==> src/rtl/lp_sleep_pkg.sv <==
package lp_sleep_pkg;

    typedef enum logic [2:0] {
        ST_RUN,
        ST_IDLE,
        ST_PDOWN,
        ST_OSCWAIT,
        ST_RSTWIN
    } lp_state_t;

    typedef enum logic [1:0] {
        PM_RUN,
        PM_IDLE,
        PM_PD
    } pin_mode_t;

endpackage

==> src/rtl/lp_delay_cnt.sv <==
module lp_delay_cnt #(
    parameter int LIMIT = 16
) (
    input  logic clk,
    input  logic rst_n,
    input  logic run,
    output logic done
);
    localparam int CW = $clog2(LIMIT + 1);
    localparam logic [CW-1:0] LAST = CW'(LIMIT - 1);

    logic [CW-1:0] cnt;

    // Counter restarts from zero whenever run drops.
    always_ff @(posedge clk or negedge rst_n) begin
        if (!rst_n) begin
            cnt <= '0;
        end else if (!run) begin
            cnt <= '0;
        end else if (cnt != LAST) begin
            cnt <= cnt + 1'b1;
        end
    end

    assign done = run && (cnt == LAST);
endmodule

==> src/rtl/lp_pin_ctrl.sv <==
module lp_pin_ctrl
    import lp_sleep_pkg::*;
(
    input  pin_mode_t mode,
    input  logic      ext_prog,
    output logic      ale_force,
    output logic      ale_level,
    output logic      psen_force,
    output logic      psen_level,
    output logic      p0_float,
    output logic      p2_addr_sel,
    output logic      port_hold
);
    always_comb begin
        ale_force   = 1'b0;
        ale_level   = 1'b0;
        psen_force  = 1'b0;
        psen_level  = 1'b0;
        p0_float    = 1'b0;
        p2_addr_sel = 1'b0;
        port_hold   = 1'b0;
        unique case (mode)
            PM_IDLE: begin
                ale_force   = 1'b1;
                ale_level   = 1'b1;
                psen_force  = 1'b1;
                psen_level  = 1'b1;
                p0_float    = ext_prog;
                p2_addr_sel = ext_prog;
                port_hold   = 1'b1;
            end
            PM_PD: begin
                ale_force   = 1'b1;
                psen_force  = 1'b1;
                p0_float    = ext_prog;
                port_hold   = 1'b1;
            end
            default: begin
            end
        endcase
    end
endmodule

==> src/rtl/lp_sleep_ctrl.sv <==
module lp_sleep_ctrl
    import lp_sleep_pkg::*;
#(
    parameter int MC_CLKS  = 12,
    parameter int HOLD_MC  = 2,
    parameter int STAB_CYC = 16000
) (
    input  logic clk,
    input  logic rst_n,
    input  logic hw_reset,
    input  logic req_wr,
    input  logic req_idle,
    input  logic req_pd,
    input  logic irq_pending,
    input  logic ext_irq_level,
    input  logic ext_irq_en,
    input  logic ext_irq_lvl_mode,
    input  logic ext_prog,
    output logic cpu_clk_en,
    output logic periph_clk_en,
    output logic osc_en,
    output logic irq_hold,
    output logic ram_wr_inhibit,
    output logic sfr_reinit,
    output logic req_clear,
    output logic ale_force,
    output logic ale_level,
    output logic psen_force,
    output logic psen_level,
    output logic p0_float,
    output logic p2_addr_sel,
    output logic port_hold
);
    localparam int WIN_CYC = MC_CLKS * HOLD_MC;

    lp_state_t state, nxt;
    pin_mode_t pin_mode;
    logic      wake_armed;
    logic      stab_done, win_done;

    lp_delay_cnt #(.LIMIT(STAB_CYC)) u_stab_cnt (
        .clk   (clk),
        .rst_n (rst_n),
        .run   (state == ST_OSCWAIT),
        .done  (stab_done)
    );

    lp_delay_cnt #(.LIMIT(WIN_CYC)) u_win_cnt (
        .clk   (clk),
        .rst_n (rst_n),
        .run   (state == ST_RSTWIN),
        .done  (win_done)
    );

    // Next-state decision
    always_comb begin
        nxt = state;
        unique case (state)
            ST_RUN: begin
                if (req_wr && req_pd)        nxt = ST_PDOWN;
                else if (req_wr && req_idle) nxt = ST_IDLE;
            end
            ST_IDLE: begin
                if (hw_reset)         nxt = ST_RSTWIN;
                else if (irq_pending) nxt = ST_RUN;
            end
            ST_PDOWN: begin
                if (hw_reset)                         nxt = ST_RUN;
                else if (wake_armed && ext_irq_level) nxt = ST_OSCWAIT;
            end
            ST_OSCWAIT: begin
                if (hw_reset || stab_done) nxt = ST_RUN;
            end
            ST_RSTWIN: begin
                if (win_done) nxt = ST_RUN;
            end
            default: nxt = ST_RUN;
        endcase
    end

    // State register
    always_ff @(posedge clk or negedge rst_n) begin
        if (!rst_n) state <= ST_RUN;
        else        state <= nxt;
    end

    // Wake configuration captured in the entry cycle of power-down
    always_ff @(posedge clk or negedge rst_n) begin
        if (!rst_n) begin
            wake_armed <= 1'b0;
        end else if (state == ST_RUN && nxt == ST_PDOWN) begin
            wake_armed <= ext_irq_en && ext_irq_lvl_mode;
        end
    end

    // Outputs
    always_comb begin
        cpu_clk_en     = 1'b1;
        periph_clk_en  = 1'b1;
        osc_en         = 1'b1;
        irq_hold       = 1'b0;
        ram_wr_inhibit = 1'b0;
        pin_mode       = PM_RUN;
        unique case (state)
            ST_IDLE: begin
                cpu_clk_en = 1'b0;
                pin_mode   = PM_IDLE;
            end
            ST_PDOWN: begin
                cpu_clk_en    = 1'b0;
                periph_clk_en = 1'b0;
                osc_en        = 1'b0;
                irq_hold      = 1'b1;
                pin_mode      = PM_PD;
            end
            ST_OSCWAIT: begin
                cpu_clk_en    = 1'b0;
                periph_clk_en = 1'b0;
                irq_hold      = 1'b1;
                pin_mode      = PM_PD;
            end
            ST_RSTWIN: begin
                ram_wr_inhibit = 1'b1;
            end
            default: begin
            end
        endcase
        req_clear  = (state == ST_IDLE || state == ST_PDOWN) && (nxt != state);
        sfr_reinit = (state == ST_PDOWN || state == ST_OSCWAIT) && hw_reset;
    end

    lp_pin_ctrl u_pins (
        .mode        (pin_mode),
        .ext_prog    (ext_prog),
        .ale_force   (ale_force),
        .ale_level   (ale_level),
        .psen_force  (psen_force),
        .psen_level  (psen_level),
        .p0_float    (p0_float),
        .p2_addr_sel (p2_addr_sel),
        .port_hold   (port_hold)
    );
endmodule

==> config.mk <==
export PLATFORM = sky130hd
export DESIGN_NAME = lp_sleep_ctrl
export DESIGN_NICKNAME = d
export VERILOG_FILES = /design/src/rtl/lp_sleep_pkg.sv /design/src/rtl/lp_delay_cnt.sv /design/src/rtl/lp_pin_ctrl.sv /design/src/rtl/lp_sleep_ctrl.sv
export SDC_FILE = /design/constraint.sdc
export NUM_CORES = 1
export LEC_CHECK = 0
export ABC_AREA = 1
export BUFFER_PORTS_ARGS = -buffer_cell sky130_fd_sc_hd__buf_2
export CAP_MARGIN = 20
export CORE_UTILIZATION = 59
export CTS_CLUSTER_SIZE = 8
export DETAILED_ROUTE_END_ITERATION = 10
export PLACE_DENSITY_LB_ADDON = 0.15
export SLEW_MARGIN = 25
export SYNTH_ARGS = -nofsm -noshare
export SYNTH_HDL_FRONTEND = slang
export SYNTH_SLANG_ARGS = --single-unit
==> constraint.sdc <==
create_clock -name clk -period 4.3 [get_ports clk]
set_clock_uncertainty 0.05 [all_clocks]
set_input_delay 0.86 -clock clk [delete_from_list [all_inputs] [get_ports clk]]
set_output_delay 0.86 -clock clk [all_outputs]
set_load 0.1 [all_outputs]
==> impl_results.md, run 1 <==
- Via total after detailed routing: 1289
- CP Launch Type: register
- FMAX: 0.319 GHz
- Register area share after synthesis: 0.400
- DR vias/cell: 5.42
- Largest net degree at the start of global routing: 24
- Die H: 51.4 um
- Post-Syn Instances: 185
- Ys Warns: 0
- Area of the core: 2250 sq um
- Share of cells above drive strength 1: 0.281
- Critical Path RT: 3.39 ns
- Crit. End Element: output port
- Yosys top cell area share: 0.400
- Worst hold path type: in -> async
- CTS tree: yes
- Post-CTS Repair Setup Buffers: 0
- Crit Path Max Fanout: 6
- Hpwl dp: 2410 um
- Total Routing Usage GR: 0.272
- CTS resizes: 0
- Critical path class: reg -> out
- Worst-Margin Slew: approximately 0.51 ns
- DR iter-0 viols: 29
- Routed Antenna Nets: 0
- Clk_lat worst skew: between 0.3 and 0.4 ns
- Fillers: 194
- Die Wd: 51.4 um
- TritonCTS Sinks: 23
- GP Congestion: between 0.9 and 1
- CTS H-tree depth: 1
- Syn Area/Cell: 7.78 sq um
- Global route overflow: 0
- Iteration count of the initial detailed-routing pass: 5
- Status: finished, final reports clean
- Clock transition at the registers of the reported paths: 0.13 ns
- Diode count: 0
- Post-layout nets: 225
- Fin. max-slew vios: 0
- RSZ-0062 raised after global routing: no
- Unique cell type count in the Yosys netlist: 32
- Hold-fix buffers at CTS: 0
- Setup TNS: 0 ns
- Final Cycle Share: 0.730
- Worst slew margin: 0.662
- WL/cell: roughly 13 um
- First-pass GRT wire length: 5330 um
- # port buffers: 24
- Final Hold Violating Endpoints: 0
- Initial Utilization: 0.639
- Most frequent cells in the layout: nand2_1, buf_2, dfrtp_1
- Clock Tree Root: clkbuf_4
- Residual DRC: 0
- Die ar.: 2640 sq um
- # Max-Cap Violations: 0
- Largest area contributor in the netlist: dfrtp_1
- Initial antenna violation count: 0
- Most common cell after layout, fill and taps aside: nand2_1
- Post-Synthesis Cell Area: 1440 sq um
- CTS Buffer Depth: 2
- # IOs: 25
- Drt total wl: 3110 um
- CP arrival: ~2.2 ns
- Synthesis-stage register bit count: 23
- Endpoints failing setup: 0
- Ranking of synthesized cells by area: dfrtp_1, nand2_1, inv_1
- Vias in the first global route: 1302
- CTS Buf Count: 3
- Syn_nets: slightly below 200
- Tmin final: 3.14 ns
- Row Count: 17
- Area added between synthesis and finish: 11.1%
==> registers in the layout, indices dropped and copies added (netlist names) <==
register        cells
u_stab_cnt.cnt     14
state               3
u_win_cnt.cnt       5
wake_armed          1
==> worst max-delay path, cell delays in order (launching register included) <==
cell and delay, ns:
dfrtp_1 0.42, ha_1 0.26, nand3_4 0.15, nor2_4 0.14
nand2_2 0.10, nand2_2 0.12, nand4_1 0.08, nand2_1 0.08
nor2_1 0.04, nor2_1 0.08, buf_2 0.43
==> cells in the mapped netlist <==
cell / number
dfrtp_1: 23
nor2_2: 8
a31oi_1: 1
inv_1: 21
nand3_4: 1
nand3_2: 4
nand4_1: 5
xnor2_1: 1
xor2_1: 3
nor3_2: 1
o21ai_0: 6
nand3b_1: 1
a22oi_1: 1
inv_2: 4
nor2_1: 19
o211a_1: 1
nor2_4: 2
inv_4: 2
ha_1: 3
o21a_1: 1
nand3_1: 10
nand2_2: 6
clkinv_1: 2
buf_4: 3
a21oi_1: 9
nor3b_2: 1
nand2_4: 2
nand2_1: 38
nor4_1: 1
o211ai_1: 1
o21ai_1: 1
nor3_1: 3
==> cells by family after synthesis <==
logic type      synth area share
compound gates            0.0825
xor+xnor                  0.0243
fa+ha+maj                 0.0261
buf+inv                   0.0947
flops                      0.400
simple gates               0.373
==> through the flow <==
step | instances | hold WS (ns) | worst slack (ns) | cell area [sq um] | util
after floorplan | 185 | 0.403 | 0.229 | 1440 | -
after global placement | 234 | 0.431 | 1.33 | 1570 | 0.698
after detailed placement | 234 | 0.430 | 1.27 | 1570 | 0.698
after CTS | 238 | 0.439 | 1.15 | 1600 | 0.710
after global routing | 238 | 0.466 | 1.01 | 1600 | 0.710
final | 238 | 0.425 | 1.16 | 1600 | 0.710
==> routing by layer <==
metal | part of all wire | routed length (um) | vias to the layer above | GRT usage
met2 | 0.53 | 1640 | 26 | 0.494
met5 | 0 | 0 | - | 0
li1 | - | - | 642 | -
met4 | 0.017 | 53 | 0 | 0.108
met3 | 0.036 | 111 | 7 | 0.0565
met1 | 0.42 | 1310 | 614 | 0.307
==> path summary, 6_finish.rpt <==
kind / start / to / slack, ns / cells past startpoint
max in group asynchronous: rst_n / state[0] / 3.43 / 1
min reg2reg: wake_armed / wake_armed / 0.46 / 2
max reg2reg: u_stab_cnt.cnt[0] / u_stab_cnt.cnt[9] / 2.68 / 9
max: u_stab_cnt.cnt[0] / req_clear / 1.16 / 10
min in group clk: wake_armed / wake_armed / 0.46 / 2
min: rst_n / u_stab_cnt.cnt[1] / 0.42 / 1
==> cell type report <==
class | count | area [sq um] | area share
timing repair buffer | 24 | 120 | 0.0751
tap | 28 | 35.0 | 0.0219
sequential | 23 | 576 | 0.360
clock inverter | 1 | 5.00 | 0.00313
clock buffer | 3 | 22.5 | 0.0141
multi-input combinational | 130 | 728 | 0.455
inverter | 29 | 114 | 0.0711
Power of run 1 is left out: the tool's default activity adds up to more than one toggle a clock period on the data nets, which glitch-free logic cannot reach.
==> run 2, diff against run 1 <==
- CORE_UTILIZATION: 59 -> 50
- clock period: 4.3 -> 2.8 ns (I/O delays scaled with it)
==> impl_results.md, run 2 (synthesis results as in run 1) <==
- Post-layout nets: 226 (+0.44%)
- Initial Utilization: 0.527 (-0.112)
- Clock Tree Root: clkbuf_4
- Setup TNS: 0 ns (unchanged)
- CP Launch Type: register
- Hpwl dp: 2230 um (-7.5%)
- Crit Path Max Fanout: 6 (unchanged)
- CTS Buf Count: 3 (unchanged)
- Area added between synthesis and finish: 13.9%
- WL/cell: 11.6 um (-11%)
- Die Wd: 55.7 um (+8.3%)
- Clk_lat worst skew: 0.30 ns (-0.03 ns)
- RSZ-0062 raised after global routing: no
- CP arrival: 2.05 ns (-0.18 ns)
- Final Hold Violating Endpoints: 0 (unchanged)
- Worst slew margin: 0.660 (-0.00244)
- Drt total wl: 2820 um (-9.5%)
- Row Count: 19 (+2)
- Most flops, register: u_stab_cnt.cnt
- Critical Path RT: 2.19 ns (-1.20 ns)
- CTS tree: yes
- # port buffers: 24 (unchanged)
- # Max-Cap Violations: 0 (unchanged)
- DR iter-0 viols: 31 (+6.9%)
- Most frequent cells in the layout: nand2_1, buf_2, dfrtp_1
- Iteration count of the initial detailed-routing pass: 4 (-1)
- Largest register FFs: 14 (unchanged)
- Status: finished, final reports clean
- CP cell instances: ha_2 > nand3_4 > nor2_4 > nand2_2 > nand2_2 > nand3_2 > nand2_1 > nand2_1 > nor2_1 > nor2_4 > buf_4
- FMAX: around 0.38 GHz
- Initial antenna violation count: 0 (unchanged)
- Tmin final: 2.66 ns
- Diode count: 0 (unchanged)
- CTS Buffer Depth: 2 (unchanged)
- Routed Antenna Nets: 0 (unchanged)
- Multi-input logic area: 748 sq um (+2.7%)
- Worst path max stage delay: 0.41 ns (-0.02 ns)
- Endpoints failing setup: 0 (unchanged)
- First-pass GRT wire length: 4910 um (-7.9%)
- Largest net degree at the start of global routing: 24 (unchanged)
- Largest registers: u_stab_cnt.cnt (14), u_win_cnt.cnt (5), state (3)
- # IOs: 25 (unchanged)
- Residual DRC: 0 (unchanged)
- GP Congestion: 0.862 (-7.7%)
- Via total after detailed routing: 1256 (-2.6%)
- Crit. End Element: output port
- Fillers: 241 (+24%)
- Clock transition at the registers of the reported paths: 0.12 ns (about the same)
- Worst-Margin Slew: 0.510 ns (+0.00366 ns)
- Share of cells above drive strength 1: 0.308 (+0.0271)
- Worst hold path type: in -> async
- DR vias/cell: 5.19 (-4.2%)
- Reg area: 576 sq um (unchanged)
- Die H: 55.7 um (+8.3%)
- CP bufs+invs: 1 (unchanged)
- Final Cycle Share: 0.950
- Area of the core: 2730 sq um (+21%)
- Vias in the first global route: 1215 (-6.7%)
- Most common cell after layout, fill and taps aside: nand2_1
- TritonCTS Sinks: 23 (unchanged)
- Slowest CP cell: dfrtp_1
- CTS H-tree depth: 1 (unchanged)
- Crit path max-delay family: simple AND/OR/NAND/NOR gates
- Critical path class: reg -> out
- Hold-fix buffers at CTS: 0 (unchanged)
- Die ar.: 3100 sq um (+17%)
- Global route overflow: 0 (unchanged)
- Total Routing Usage GR: 0.193 (-0.0795)
- Fin. max-slew vios: 0 (unchanged)
-- run 2: cell types whose count changed in the layout (fill, tap and decap cells not counted), sizes merged --
cell,previous run,this run
clkinv,3,2
clkinvlp,0,2
inv,27,25
buf,24,25
clkbuf,3,4
-- run 2: worst paths after layout --
| kind | startpoint | endpoint | slack [ns] | cells after the start |
|---|---|---|---|---|
| min in group clk | ext_irq_lvl_mode | wake_armed | 0.45 | 3 |
| min reg2reg | wake_armed | wake_armed | 0.47 | 2 |
| max in group asynchronous | rst_n | u_stab_cnt.cnt[0] | 2.20 | 1 |
| max reg2reg | u_stab_cnt.cnt[1] | u_stab_cnt.cnt[1] | 1.22 | 7 |
| min | rst_n | u_stab_cnt.cnt[4] | 0.16 | 1 |
| max | u_stab_cnt.cnt[1] | req_clear | 0.14 | 11 |
-- run 2: area by class of cell --
cell class	instances	share of cell area
multi-input cells	130	0.456
flip-flops and latches	23	0.351
repair buffers	25	0.0793
inverters	29	0.0740
well taps	31	0.0236
clock buffers	4	0.0160
-- run 2: timing repair --
item / in CTS / in global routing
gates resized for setup: 0 / 3
endpoints found under the setup margin: 0 / 1
buffers inserted: 0 / 1
-- run 2: per-stage QoR --
step	hold slack, ns	setup slack, ns	util	cell area, sq um	instances
2_1_floorplan	0.214	0.0134	-	1470	185
3_3_place_gp	0.424	0.437	0.586	1600	237
3_5_place_dp	0.445	0.389	0.586	1600	237
4_1_cts	0.172	0.0220	0.595	1630	241
5_1_grt	0.184	0.0283	0.600	1640	242
6_report	0.159	0.141	0.600	1640	242
-- run 2: per-layer routing --
layer / vias up / track usage / routed length [um]
li1: 642 / - / -
met1: 583 / 0.235 / 1310
met2: 31 / 0.365 / 1420
met3: 0 / 0.0279 / 89
met4: 0 / 0.0286 / 0
met5: - / 0 / 0
Power of run 2 is left out for the same reason.
==> run 3, diff against run 2 <==
- ABC_AREA: 1 -> 0
- CORE_UTILIZATION: 50 -> 49
- GPL_ROUTABILITY_DRIVEN: default -> 0
==> impl_results.md, run 3 <==
- CP bufs+invs: 1 (unchanged)
- Setup TNS: 0 ns (unchanged)
- Endpoints failing setup: 0 (unchanged)
- CTS tree: yes
- Post-synth ARST share: 1.00 (unchanged)
- Yosys top cell area share: 0.440 (+0.0405)
- Critical path class: reg -> out
- Post-CTS Repair Setup Buffers: 0 (unchanged)
- CP arrival: 2.05 ns (about the same)
- Crit Path Max Fanout: 11 (+5)
- CP Launch Type: register
- Crit path max-delay family: flip-flops
- Synthesis-stage register bit count: 23 (unchanged)
- First-pass GRT wire length: 4020 um (-18%)
- DR vias/cell: 5.71 (+10%)
- Residual DRC: 0 (unchanged)
- Worst hold path type: in -> async
- Row Count: 18 (-1)
- Psw: 927 uW
- CTS Buf Count: 3 (unchanged)
- Hold WS: 0.153 ns (-0.00610 ns)
- Leak: 0.000634 uW
- Die ar.: 2880 sq um (-7.1%)
- TritonCTS Sinks: 23 (unchanged)
- Int Pwr: around 560 uW
- Via total after detailed routing: 1068 (-15%)
- Most flops, register: u_stab_cnt.cnt
- Syn_nets: 149 (-25%)
- CP cell instances: nor3b_1 > ha_2 > nor2b_2 > buf_2
- Ys Warns: 0 (unchanged)
- Post-synth EDFFs: 0 (unchanged)
- Final Hold Violating Endpoints: 0 (unchanged)
- Routed Antenna Nets: 0 (unchanged)
- Final Cycle Share: 0.949 (-0.00112)
- Critical Path RT: 2.19 ns (about the same)
- Clock Tree Root: clkbuf_4
- FF-to-FF Start: u_stab_cnt.cnt[0]
- Area added between synthesis and finish: 11.5%
- Clk_lat worst skew: 0.30 ns (about the same)
- Drt total wl: 2540 um (-9.7%)
- CTS H-tree depth: 1 (unchanged)
- Share of cells above drive strength 1: 0.261 (-0.0469)
- Largest net degree at the start of global routing: 24 (unchanged)
- Worst-Margin Slew: 0.721 ns (+0.211 ns)
- Final worst slack: 0.144 ns (+0.00313 ns)
- Fin. max-slew vios: 0 (unchanged)
- Hold-fix buffers at CTS: 0 (unchanged)
- WL/cell: 13.6 um (+17%)
- Syn Area/Cell: 9.69 sq um (+24%)
- Worst path max stage delay: 0.54 ns (+0.13 ns)
- Global route overflow: 0 (unchanged)
- Top FF cell, synth: dfrtp_1
- Initial Utilization: 0.523 (-0.00375)
- Post-Synthesis Cell Area: 1310 sq um (-9.2%)
- Iteration count of the initial detailed-routing pass: 4 (unchanged)
- Dpl ws: 0.500 ns (+0.111 ns)
- Initial antenna violation count: 0 (unchanged)
- Hpwl dp: 1820 um (-18%)
- Clock group share of total power: 0.104
- Total power: 1490 uW
- Slowest CP cell: dfrtp_1
- FMAX: 0.376 GHz (+0.12%)
- Worst slew margin: 0.516 (-0.144)
- Most frequent cells after synthesis: dfrtp_1, nor2_1, xnor2_1
- R2R Setup Slk: 0.78 ns (-0.44 ns)
- Most common cell after layout, fill and taps aside: buf_2
- Die H: 53.7 um (-3.6%)
- Crit. End Element: output port
- CTS Buffer Depth: 2 (unchanged)
- # Max-Cap Violations: 0 (unchanged)
- Pwr/cell area: between 1000 and 1500 nW/um^2
- End of the worst register-to-register path: state[1]
- RSZ-0062 raised after global routing: no
- Unique cell type count in the Yosys netlist: 41 (+28%)
- # port buffers: 24 (unchanged)
- Total Routing Usage GR: 0.193 (+0.000418)
- Most frequent cells in the layout: buf_2, dfrtp_1, nor2_1
- Post-Syn Instances: 135 (-27%)
- DR iter-0 viols: 31 (unchanged)
- Ranking of synthesized cells by area: dfrtp_1, xnor2_1, nor2_1
- # IOs: 25 (unchanged)
- Switching share of power: 0.623
- Largest register FFs: 14 (unchanged)
- Logic pwr share: 0.623
- Flop pwr share: 0.273
- Largest registers: u_stab_cnt.cnt (14), u_win_cnt.cnt (5), state (3)
- Maximum vdd drop: about 1.1 mV
- Post-layout nets: 172 (-24%)
- Status: finished, final reports clean
- Vias in the first global route: 953 (-22%)
- Worst Reg-to-Reg Cells: 5 (-2)
- Tmin final: 2.66 ns (-0.00313 ns)
- Die Wd: 53.7 um (-3.6%)
- CTS resizes: 0 (unchanged)
- Clock transition at the registers of the reported paths: 0.13 ns (about the same)
- Top-count cell post-synth: dfrtp_1
- Register area share after synthesis: 0.440 (+0.0405)
- Diode count: 0 (unchanged)
- Utilization after layout: 0.583 (-0.0169)
- Largest area contributor in the netlist: dfrtp_1
- Area of the core: 2500 sq um (-8.6%)
[run 3: metrics by stage]
step	instance area, sq um	cells
2_1_floorplan	1330	135
5_1_grt	1460	187
4_1_cts	1460	187
6_report	1460	187
3_5_place_dp	1430	183
3_3_place_gp	1430	183
[run 3: how the worst max path moves through the flow]
| stage | start | end | depth (start not counted) |
|---|---|---|---|
| 3_5_place_dp | state[0] | p0_float | 4 |
| 3_3_place_gp | state[0] | p0_float | 4 |
| 2_1_floorplan | state[1] | port_hold | 5 |
| 6_report | state[0] | p0_float | 4 |
| 5_1_grt | state[0] | p0_float | 4 |
| 4_1_cts | state[0] | p0_float | 4 |
[run 3: final cells by class]
class | instances | area, sq um
clock buffers | 4 | 26.3
fillers | 212 | 1040
inverters | 7 | 30.0
multi-input cells | 99 | 668
flip-flops and latches | 23 | 576
well taps | 30 | 37.5
repair buffers | 24 | 120
[run 3: worst register-to-register path, stage by stage, from the launching register on]
cell,delay [ns]
dfrtp_1,0.42
ha_1,0.24
nand3_2,0.14
nor4_4,0.68
a211oi_2,0.16
or2_1,0.24
[run 3: cell families after synthesis]
family | share of synthesized area
XOR/XNOR | 0.0670
buffers and inverters | 0.0593
AND/OR/NAND/NOR | 0.288
multiplexers | 0.0153
flip-flops | 0.440
AO/OA/AOI/OAI | 0.101
adder cells (fa/ha/maj) | 0.0287
[run 3: power by group through the flow]
stage          clock [uW]  combinational [uW]  sequential (uW)
6_report              155                 926              406
5_1_grt               171                 962              414
4_1_cts               161                 930              406
3_5_place_dp            0                 927              412
3_3_place_gp            0                 922              408
2_1_floorplan           0                 860              396
[run 3: layer usage]
layer / share of wire / vias up / global-route usage
met5: 0 / - / 0
met4: 0.0067 / 0 / 0.0833
met3: 0.035 / 2 / 0.0254
met2: 0.50 / 26 / 0.333
met1: 0.46 / 514 / 0.240
li1: - / 526 / -
No activity file was read; power rests on OpenSTA's default activity.
